<file path="src/rtl/cal_alarm_pkg.sv">
package cal_alarm_pkg;
  localparam int unsigned WORD_W   = 32;
  // alarm word field positions (decoded by the comparator)
  localparam int unsigned SEC_LSB  = 0;
  localparam int unsigned SEC_W    = 7;
  localparam int unsigned SEC_IGN  = 7;
  localparam int unsigned MIN_LSB  = 8;
  localparam int unsigned MIN_W    = 7;
  localparam int unsigned MIN_IGN  = 15;
  localparam int unsigned HR_LSB   = 16;
  localparam int unsigned HR_W     = 6;
  localparam int unsigned HR_PM    = 22;
  localparam int unsigned HR_IGN   = 23;
  localparam int unsigned DAY_LSB  = 24;
  localparam int unsigned DATE_W   = 6;
  localparam int unsigned WDAY_W   = 4;
  localparam int unsigned DAY_WSEL = 30;
  localparam int unsigned DAY_IGN  = 31;
  // control and status bit positions
  localparam int unsigned CTL_EN   = 8;
  localparam int unsigned CTL_IE   = 12;
  localparam int unsigned ST_FLAG  = 8;
  localparam int unsigned CLR_FLAG = 0;

  typedef struct packed {
    logic [6:0] sec;
    logic [6:0] min;
    logic [5:0] hour;
    logic       pm;
    logic [5:0] date;
    logic [2:0] wday;
  } cal_now_t;
endpackage

</file>
<file path="src/rtl/cal_alarm_match.sv">
module cal_alarm_match
  import cal_alarm_pkg::*;
(
  input  logic [WORD_W-1:0] word,
  input  cal_now_t          now,
  input  logic              hour12,
  output logic              hit
);
  logic sec_ok, min_ok, pm_ok, hr_ok, date_eq, wday_eq, day_ok;

  always_comb begin
    sec_ok  = word[SEC_IGN] | (now.sec == word[SEC_LSB +: SEC_W]);
    min_ok  = word[MIN_IGN] | (now.min == word[MIN_LSB +: MIN_W]);
    pm_ok   = ~hour12 | (now.pm == word[HR_PM]);
    hr_ok   = word[HR_IGN] | ((now.hour == word[HR_LSB +: HR_W]) & pm_ok);
    date_eq = (now.date == word[DAY_LSB +: DATE_W]);
    wday_eq = ({1'b0, now.wday} == word[DAY_LSB +: WDAY_W]);
    day_ok  = word[DAY_IGN] | (word[DAY_WSEL] ? wday_eq : date_eq);
    hit     = sec_ok & min_ok & hr_ok & day_ok;
  end
endmodule

</file>
<file path="src/rtl/cal_alarm_wgate.sv">
module cal_alarm_wgate #(
  parameter int unsigned DELAY = 2
) (
  input  logic clk,
  input  logic rst_n,
  input  logic en_q,
  input  logic en_next,
  output logic waf
);
  localparam int unsigned CW = (DELAY < 2) ? 1 : $clog2(DELAY);
  localparam logic [CW-1:0] LAST = CW'(DELAY - 1);

  logic [CW-1:0] cnt_q, cnt_d;
  logic          waf_q, waf_d;

  always_comb begin
    cnt_d = cnt_q;
    waf_d = waf_q;
    if (en_next) begin
      waf_d = 1'b0;
      cnt_d = '0;
    end else if (en_q) begin
      cnt_d = '0;
    end else if (!waf_q) begin
      if (cnt_q == LAST) waf_d = 1'b1;
      else               cnt_d = cnt_q + 1'b1;
    end
  end

  always_ff @(posedge clk or negedge rst_n) begin
    if (!rst_n) begin
      cnt_q <= '0;
      waf_q <= 1'b1;
    end else begin
      cnt_q <= cnt_d;
      waf_q <= waf_d;
    end
  end

  assign waf = waf_q;
endmodule

</file>
<file path="src/rtl/cal_alarm_flag.sv">
module cal_alarm_flag
  import cal_alarm_pkg::*;
#(
  parameter bit CLEAR_BY_ONE = 1'b0
) (
  input  logic              clk,
  input  logic              rst_n,
  input  logic              set,
  input  logic              st_we,
  input  logic [WORD_W-1:0] st_wdata,
  output logic              flag
);
  logic clr, flag_q, flag_d;

  generate
    if (CLEAR_BY_ONE) begin : g_w1c
      assign clr = st_we & st_wdata[CLR_FLAG];
    end else begin : g_w0c
      assign clr = st_we & ~st_wdata[ST_FLAG];
    end
  endgenerate

  always_comb begin
    flag_d = flag_q;
    if (set)      flag_d = 1'b1;
    else if (clr) flag_d = 1'b0;
  end

  always_ff @(posedge clk or negedge rst_n) begin
    if (!rst_n) flag_q <= 1'b0;
    else        flag_q <= flag_d;
  end

  assign flag = flag_q;
endmodule

</file>
<file path="src/rtl/cal_alarm_unit.sv">
module cal_alarm_unit
  import cal_alarm_pkg::*;
#(
  parameter int unsigned WAF_DELAY    = 2,
  parameter bit          CLEAR_BY_ONE = 1'b0
) (
  input  logic        clk,
  input  logic        rst_n,
  input  logic        hour12,
  input  logic        tick,
  input  logic [6:0]  cur_sec,
  input  logic [6:0]  cur_min,
  input  logic [5:0]  cur_hour,
  input  logic        cur_pm,
  input  logic [5:0]  cur_date,
  input  logic [2:0]  cur_wday,
  input  logic        ctl_we,
  input  logic [31:0] ctl_wdata,
  input  logic        alm_we,
  input  logic [31:0] alm_wdata,
  input  logic        st_we,
  input  logic [31:0] st_wdata,
  output logic [31:0] alarm_word,
  output logic        alarm_en,
  output logic        irq_en,
  output logic        wr_allowed,
  output logic        alarm_flag,
  output logic        irq
);
  logic              en_q, en_d, ie_q, ie_d;
  logic [WORD_W-1:0] word_q, word_d;
  logic              waf, hit, set;
  cal_now_t          now;

  assign now = '{sec: cur_sec, min: cur_min, hour: cur_hour, pm: cur_pm,
                 date: cur_date, wday: cur_wday};

  always_comb begin
    en_d   = en_q;
    ie_d   = ie_q;
    word_d = word_q;
    if (ctl_we) begin
      en_d = ctl_wdata[CTL_EN];
      ie_d = ctl_wdata[CTL_IE];
    end
    if (alm_we && waf) word_d = alm_wdata;
  end

  always_ff @(posedge clk or negedge rst_n) begin
    if (!rst_n) begin
      en_q   <= 1'b0;
      ie_q   <= 1'b0;
      word_q <= '0;
    end else begin
      en_q   <= en_d;
      ie_q   <= ie_d;
      word_q <= word_d;
    end
  end

  cal_alarm_match u_match (
    .word   (word_q),
    .now    (now),
    .hour12 (hour12),
    .hit    (hit)
  );

  cal_alarm_wgate #(.DELAY(WAF_DELAY)) u_wgate (
    .clk     (clk),
    .rst_n   (rst_n),
    .en_q    (en_q),
    .en_next (en_d),
    .waf     (waf)
  );

  assign set = tick & en_q & hit;

  cal_alarm_flag #(.CLEAR_BY_ONE(CLEAR_BY_ONE)) u_flag (
    .clk      (clk),
    .rst_n    (rst_n),
    .set      (set),
    .st_we    (st_we),
    .st_wdata (st_wdata),
    .flag     (alarm_flag)
  );

  assign alarm_word = word_q;
  assign alarm_en   = en_q;
  assign irq_en     = ie_q;
  assign wr_allowed = waf;
  assign irq        = alarm_flag & ie_q;
endmodule

</file>
<file path="config.mk">
export PLATFORM = sky130hd
export DESIGN_NAME = cal_alarm_unit
export DESIGN_NICKNAME = d
export VERILOG_FILES = /design/src/rtl/cal_alarm_pkg.sv /design/src/rtl/cal_alarm_match.sv /design/src/rtl/cal_alarm_wgate.sv /design/src/rtl/cal_alarm_flag.sv /design/src/rtl/cal_alarm_unit.sv
export SDC_FILE = /design/constraint.sdc
export NUM_CORES = 1
export LEC_CHECK = 0
export BUFFER_PORTS_ARGS = -buffer_cell sky130_fd_sc_hd__buf_2
export CORE_ASPECT_RATIO = 1.4
export CORE_MARGIN = 10
export CORE_UTILIZATION = 34
export DETAILED_ROUTE_END_ITERATION = 10
export GPL_TIMING_DRIVEN = 0
export MAX_ROUTING_LAYER = met4
export PLACE_DENSITY = 0.77
export SLEW_MARGIN = 25
export SYNTH_ARGS = -nofsm -noshare
export SYNTH_HDL_FRONTEND = slang
export SYNTH_HIERARCHICAL = 1
export SYNTH_SLANG_ARGS = --single-unit
</file>
<file path="constraint.sdc">
create_clock -name clk -period 1.6 [get_ports clk]
set_clock_uncertainty 0.2 [all_clocks]
set_input_delay 0.32 -clock clk [delete_from_list [all_inputs] [get_ports clk]]
set_output_delay 0.32 -clock clk [all_outputs]
set_load 0.005 [all_outputs]
</file>
==> results.sh, run 1 <==
export IMPL_worst_skew_pair_late_latency_ps=280
export IMPL_critical_path_max_fanout=3
export IMPL_maxCapViolations=0
export IMPL_timing_worst_slew_pin_value_ps=821
export IMPL_vias_per_cell=4.46
export IMPL_clock_tree_root_cell="sky130_fd_sc_hd__clkbuf_8"
export IMPL_critPathMaxStageDelay_ps=400
export IMPL_power_density_over_the_cells_nw_per_um2=1620
export IMPL_areaGrowthSynthToFinish_pct=42.6
export IMPL_postSynthCellCount=127
export IMPL_core_box_area_um2=5490
export IMPL_postSynthRegisterBits=37
export IMPL_power_share_combinational_pct=43.5
export IMPL_power_internal_uw=2980
export IMPL_area_sequential_um2=927
export IMPL_async_flop_share_pct=100
export IMPL_p_sw_uw=1420
export IMPL_clk_path_buf_depth=2
export IMPL_slew_viol_final=0
export IMPL_layout_drive_gt1_share_pct=67.9
export IMPL_synth_most_common_cell="sky130_fd_sc_hd__dfrtp_1"
export IMPL_post_synth_cell_area_avg_um2=15.0
export IMPL_share_seq_of_total_power_pct=40.6
export IMPL_timing_final_ws_setup_ps=-326
export IMPL_tritoncts_num_buffers=5
export IMPL_share_clk_of_total_power_pct=15.9
export IMPL_cp_buffers_inverters=0
export IMPL_track_usage_pct=11.3
export IMPL_place_hpwl_um=4210
export IMPL_fmaxAchievable_mhz=519
export IMPL_synth_top_flop_cell="sky130_fd_sc_hd__dfrtp_1"
export IMPL_synth_largest_type_area_fraction_pct=47.2
export IMPL_boundaryPins=170
export IMPL_end_kind="flip-flop"
export IMPL_chipWidth_um=83.4
export IMPL_synth_edf_count=0
export IMPL_place_congestion=0.740
export IMPL_remaining_drc_errors=0
export IMPL_postRouteWirelength_um=5090
export IMPL_grt_pass1_wl_um=8090
export IMPL_share_of_total_power_consumed_by_net_switching_pct=32.3
export IMPL_final_core_util_pct=49.7
export IMPL_cp_data_required_time_ps=1620
export IMPL_power_ir_vdd_worst_mv=0.746
export IMPL_synthTopCellsByArea="sky130_fd_sc_hd__dfrtp_1, sky130_fd_sc_hd__mux2_4, sky130_fd_sc_hd__xor2_1"
export IMPL_chipHeight_um=109
export IMPL_synth_area_leader_cell="sky130_fd_sc_hd__dfrtp_1"
export IMPL_ant_nets=0
export IMPL_clk_transition_reported_paths_ps=70
export IMPL_final_nets=381
export IMPL_slew_headroom_pct=45.3
export IMPL_finalInstanceArea_um2=2720
export IMPL_synth_common_cells="sky130_fd_sc_hd__dfrtp_1, sky130_fd_sc_hd__mux2_4, sky130_fd_sc_hd__xor2_1"
export IMPL_run_status="finished, violations left"
export IMPL_grt_antenna_before_repair=0
export IMPL_post_synth_num_cell_types=21
export IMPL_instances_no_fill=317
export IMPL_antenna_cells=0
export IMPL_cellLeakagePower_uw=0.00146
export IMPL_synthesis_yosys_warnings=6
export IMPL_initialDrtViolationCount=34
export IMPL_period_share_pct=120
export IMPL_initial_core_util_pct=34.8
export IMPL_setup_viol=1
export IMPL_dieArea_um2=9060
export IMPL_seq_area_frac_synth_pct=48.5
export IMPL_mappedNetlistNets=260
export IMPL_buffer_ports_inserted=108
export IMPL_placement_cell_area_um2=2540
export IMPL_violations="negative setup slack"
export IMPL_multi_input_comb_area_um2=955
export IMPL_wl_per_cell_um=16.1
export IMPL_fill_cells=504
export IMPL_timing_critical_path_arrival_ps=1950
export IMPL_timing_final_crit_period_ps=1930
export IMPL_critical_path_top_cell_by_count="sky130_fd_sc_hd__nor4_2"
export IMPL_cp_slowest_cell="sky130_fd_sc_hd__dfrtp_1"
export IMPL_synthesis_area_um2=1910
export IMPL_setup_total_negative_slack_ps=-326
export IMPL_cts_tree="done"
export IMPL_std_cell_rows=32
export IMPL_critical_path_class="reg -> reg"
export IMPL_cts_htree_levels=2
export IMPL_critical_path_top_delay_family="simple AND/OR/NAND/NOR gates"
export IMPL_grt_max_degree=38
export IMPL_worstSetupStartpointType="flip-flop"
export IMPL_hold_path_class="in -> reg"
export IMPL_first_global_vias=1613
export IMPL_rsz0062_at_grt="yes"
export IMPL_tritoncts_num_sinks=37
export IMPL_critical_path_cell_chain="xor2_1 > nor4_2 > a41oi_2 > nor4_2 > and3_1 > a21o_1"
export IMPL_via_count=1413
export IMPL_placedCellCount=303
export IMPL_grt_overflow_total=0
export IMPL_number_of_iterations_in_the_first_detailed_routing_pass=4
export IMPL_hold_viol=0
[worst reg2reg max path, delay by kind of cell (launching register included)]
| family | cells | cell delay (ps) |
|---|---|---|
| flip-flops | 1 | 400 |
| AO/OA/AOI/OAI | 2 | 270 |
| XOR/XNOR | 1 | 150 |
| AND/OR/NAND/NOR | 3 | 860 |
[cells by family after synthesis]
family / synth area share (%)
buffers and inverters: 3.54
xor gates and xnor gates: 13.8
AOI/OAI and AO/OA: 3.47
DFF: 48.5
and+or+nand+nor: 4.78
muxes: 25.9
[flip-flops by register name (all words and copies together), names as in the netlist]
register / count
alarm_word: 32
u_flag/flag: 1
irq_en: 1
u_wgate/cnt_q: 1
u_wgate/waf: 1
alarm_en: 1
[power by group through the flow]
stage / Clock (uW) / Sequential (uW) / Combinational (uW)
2_1_floorplan: 0 / 1800 / 1000
3_3_place_gp: 0 / 1790 / 1740
3_5_place_dp: 0 / 1820 / 1770
4_1_cts: 732 / 1800 / 1880
5_1_grt: 763 / 1880 / 2100
6_report: 699 / 1790 / 1910
[metal layers]
layer  vias to the layer above  share of wire, %  global-route usage, %
li1                        680                 -                      -
met4                         0              0.98                   2.93
met5                         -                 0                      -
met1                       668                41                   13.4
met3                         5               7.2                   3.88
met2                        60                51                   18.0
[layout by cell type (no fill, tap or decap), drive strengths merged]
cell type and count:
and3 1, xor2 24, inv 2, a21o 1, nand2 1, mux2 34
xnor2 6, nor3 1, clkinv 1, a41oi 2, a211oi 3, dfrtp 36
nand2b 3, dlygate4sd3 1, dfstp 1, and2 1, nor4 6, clkbuf 7
buf 116, a21oi 2
[path summary, 6_finish.rpt]
| path | startpoint | to | slack (ps) | depth (start not counted) |
|---|---|---|---|---|
| worst max-delay path | alarm_word[13] | u_flag/flag | -330 | 6 |
| worst min-delay path | alm_wdata[30] | alarm_word[30] | 60 | 2 |
| worst max register to register | alarm_word[13] | u_flag/flag | -330 | 6 |
| worst min register to register | alarm_en | u_wgate/cnt_q | 290 | 1 |
| max in group asynchronous | rst_n | alarm_word[6] | 220 | 2 |
| min in group asynchronous | rst_n | alarm_word[19] | 470 | 2 |
[cell type report]
class                           instances  share of cell area (%)
Tap cell                               68                    3.12
Multi-Input combinational cell         85                    35.0
Buffer                                  3                    2.20
Sequential cell                        37                    34.0
Inverter                                2                   0.276
Timing Repair Buffer                  114                    21.6
Clock inverter                          1                   0.184
Clock buffer                            7                    3.54
[timing repair]
item,in CTS,in global routing
setup buffers,2,3
setup endpoints to repair,1,1
resized for setup,4,2
hold buffers,1,0
hold endpoints to repair,36,0
pin swaps,6,7
[through the flow]
stage	hold WS, ps	setup slack, ps	total power (uW)
2_1_floorplan	-176	-13.1	2800
3_3_place_gp	258	-546	3530
3_5_place_dp	265	-552	3600
4_1_cts	52.2	-331	4420
5_1_grt	47.8	-431	4740
6_report	64.5	-326	4400
No activity file was read; power rests on OpenSTA's default activity.
==> run 2, diff against run 1 <==
CORE_UTILIZATION = 40   (was 34)
PLACE_DENSITY = 0.85   (was 0.77)
clock period = 2.5 ns   (was 1.6 ns; I/O delays follow)
==> run 2 against run 1 <==
  * The flow now finishes without violations
  * Worst setup slack improved by 820 ps
  * Utilization increased by 7.4 points
  * First-iteration DRC count decreased by 24%
  * Cell count decreased by 3.8%
  * Combinational power down 41%
  * Via count is 0.21% lower
  * Maximum frequency is 3.9% lower
  * Sequential power decreased by 36%
  * Clock power shrank 45%
  * Die area fell by 12%
  * Flip-flop and latch count unchanged
  * Largest cell class is now registers
  * Largest power group is now sequential cells
  * Highest routed layer unchanged
==> results.sh, run 2 (synthesis gave the netlist of run 1 again) <==
export IMPL_dieArea_um2=7980
export IMPL_timing_worst_slew_pin_value_ps=801
export IMPL_place_congestion=0.826
export IMPL_cellLeakagePower_uw=0.00142
export IMPL_share_seq_of_total_power_pct=43.3
export IMPL_worst_setup_path_startpoint="alarm_word[13]"
export IMPL_std_cell_rows=29
export IMPL_regToRegSetupSlack_ps=490
export IMPL_placedCellCount=297
export IMPL_grt_pass1_wl_um=7960
export IMPL_chipWidth_um=78.4
export IMPL_worst_skew_pair_late_latency_ps=280
export IMPL_via_count=1410
export IMPL_hold_viol=0
export IMPL_number_of_iterations_in_the_first_detailed_routing_pass=3
export IMPL_final_cell_mix="sky130_fd_sc_hd__buf_2, sky130_fd_sc_hd__dfrtp_1, sky130_fd_sc_hd__mux2_4"
export IMPL_critical_path_cell_chain="xor2_1 > nor4_1 > a41oi_1 > nor4_1 > and3_1 > a21o_1"
export IMPL_maxCapViolations=0
export IMPL_end_kind="flip-flop"
export IMPL_critical_path_max_fanout=3
export IMPL_clk_transition_reported_paths_ps=70
export IMPL_power_ir_vdd_worst_mv=0.400
export IMPL_first_global_vias=1613
export IMPL_p_sw_uw=861
export IMPL_critPathMaxStageDelay_ps=410
export IMPL_core_box_area_um2=4570
export IMPL_boundaryPins=170
export IMPL_chipHeight_um=102
export IMPL_clock_tree_root_cell="sky130_fd_sc_hd__clkbuf_8"
export IMPL_timing_critical_path_to="u_flag/flag"
export IMPL_tritoncts_num_sinks=37
export IMPL_grt_overflow_total=0
export IMPL_tritoncts_num_buffers=5
export IMPL_final_core_util_pct=57.1
export IMPL_remaining_drc_errors=0
export IMPL_ant_nets=0
export IMPL_period_share_pct=80.2
export IMPL_antenna_cells=0
export IMPL_power_share_combinational_pct=42.2
export IMPL_postRouteWirelength_um=5160
export IMPL_slew_headroom_pct=46.6
export IMPL_timing_final_crit_period_ps=2010
export IMPL_fmaxAchievable_mhz=499
export IMPL_r2r_start="alarm_word[13]"
export IMPL_post_cts_resize_count=0
export IMPL_clk_path_buf_depth=2
export IMPL_power_density_over_the_cells_nw_per_um2=1020
export IMPL_cp_data_required_time_ps=2520
export IMPL_share_of_total_power_consumed_by_net_switching_pct=32.5
export IMPL_detailedPlace_worstSlack_ps=272
export IMPL_timing_critical_path_arrival_ps=2020
export IMPL_timing_final_ws_setup_ps=495
export IMPL_power_internal_uw=1790
export IMPL_grt_max_degree=38
export IMPL_cts_htree_levels=2
export IMPL_initial_core_util_pct=41.8
export IMPL_setup_total_negative_slack_ps=0
export IMPL_hold_path_class="in -> async"
export IMPL_cts_tree="done"
export IMPL_r2r_end="u_flag/flag"
export IMPL_cts_setup_buffers=0
export IMPL_final_nets=375
export IMPL_layout_cells_most_common="sky130_fd_sc_hd__buf_2"
export IMPL_place_hpwl_um=4300
export IMPL_largest_register_ff_count=32
export IMPL_track_usage_pct=12.9
export IMPL_buffer_ports_inserted=108
export IMPL_cp_slowest_cell="sky130_fd_sc_hd__dfrtp_1"
export IMPL_share_clk_of_total_power_pct=14.6
export IMPL_setup_viol=0
export IMPL_rsz0062_at_grt="no"
export IMPL_report_power_total_uw=2650
export IMPL_initialDrtViolationCount=26
export IMPL_critical_path_top_cell_by_count="sky130_fd_sc_hd__nor4_1"
export IMPL_wl_per_cell_um=16.9
export IMPL_areaGrowthSynthToFinish_pct=36.6
export IMPL_slew_viol_final=0
export IMPL_run_status="completed"
export IMPL_grt_antenna_before_repair=0
export IMPL_worst_r2r_cell_count=6
export IMPL_layout_drive_gt1_share_pct=64.2
export IMPL_instances_no_fill=305
export IMPL_cts_hold_repair_buffers=0
export IMPL_vias_per_cell=4.62
export IMPL_critical_path_class="reg -> reg"
export IMPL_worstSetupStartpointType="flip-flop"
-- run 2: through the flow --
| stage | cell area [um2] | hold WS, ps |
|---|---|---|
| after floorplan | 1910 | 4.41 |
| after global placement | 2530 | 272 |
| after detailed placement | 2530 | 297 |
| after CTS | 2610 | 135 |
| after global routing | 2610 | 167 |
| final | 2610 | 108 |
-- run 2: layout make-up --
type / instances / area (um2)
Buffer: 3 / 60.1
Inverter: 2 / 7.51
Fill cell: 418 / 1960
Timing Repair Buffer: 108 / 541
Multi-Input combinational cell: 85 / 916
Clock buffer: 7 / 76.3
Sequential cell: 37 / 927
Tap cell: 62 / 77.6
Clock inverter: 1 / 5.00
-- run 2: how the worst min path moves through the flow --
stage	to	slack, ps	cells after the start
after global placement	u_flag/flag	270	1
after CTS	alarm_word[26]	130	1
after floorplan	alarm_en	4	0
final	irq_en	110	1
after detailed placement	u_flag/flag	300	1
after global routing	alarm_word[26]	170	1
-- run 2: power groups by stage --
stage | Combinational, uW | Clock (uW) | Sequential [uW]
after global routing | 1220 | 434 | 1200
final | 1120 | 387 | 1150
after detailed placement | 1140 | 0 | 1160
after CTS | 1150 | 410 | 1150
after floorplan | 643 | 0 | 1150
after global placement | 1110 | 0 | 1140
-- run 2: worst max-delay path: cells and delay by family, from the launching register on --
kind	cells	cell delay, ps
flops	1	410
xor+xnor	1	170
compound gates	2	320
simple gates	3	850
-- run 2: per-layer routing --
metal | global-route usage (%) | vias to the layer above | share of wire, %
met3 | 4.79 | 5 | 8.4
met2 | 22.1 | 74 | 51
li1 | - | 674 | -
met4 | 3.73 | 0 | 1.4
met1 | 13.5 | 657 | 39
met5 | - | - | 0
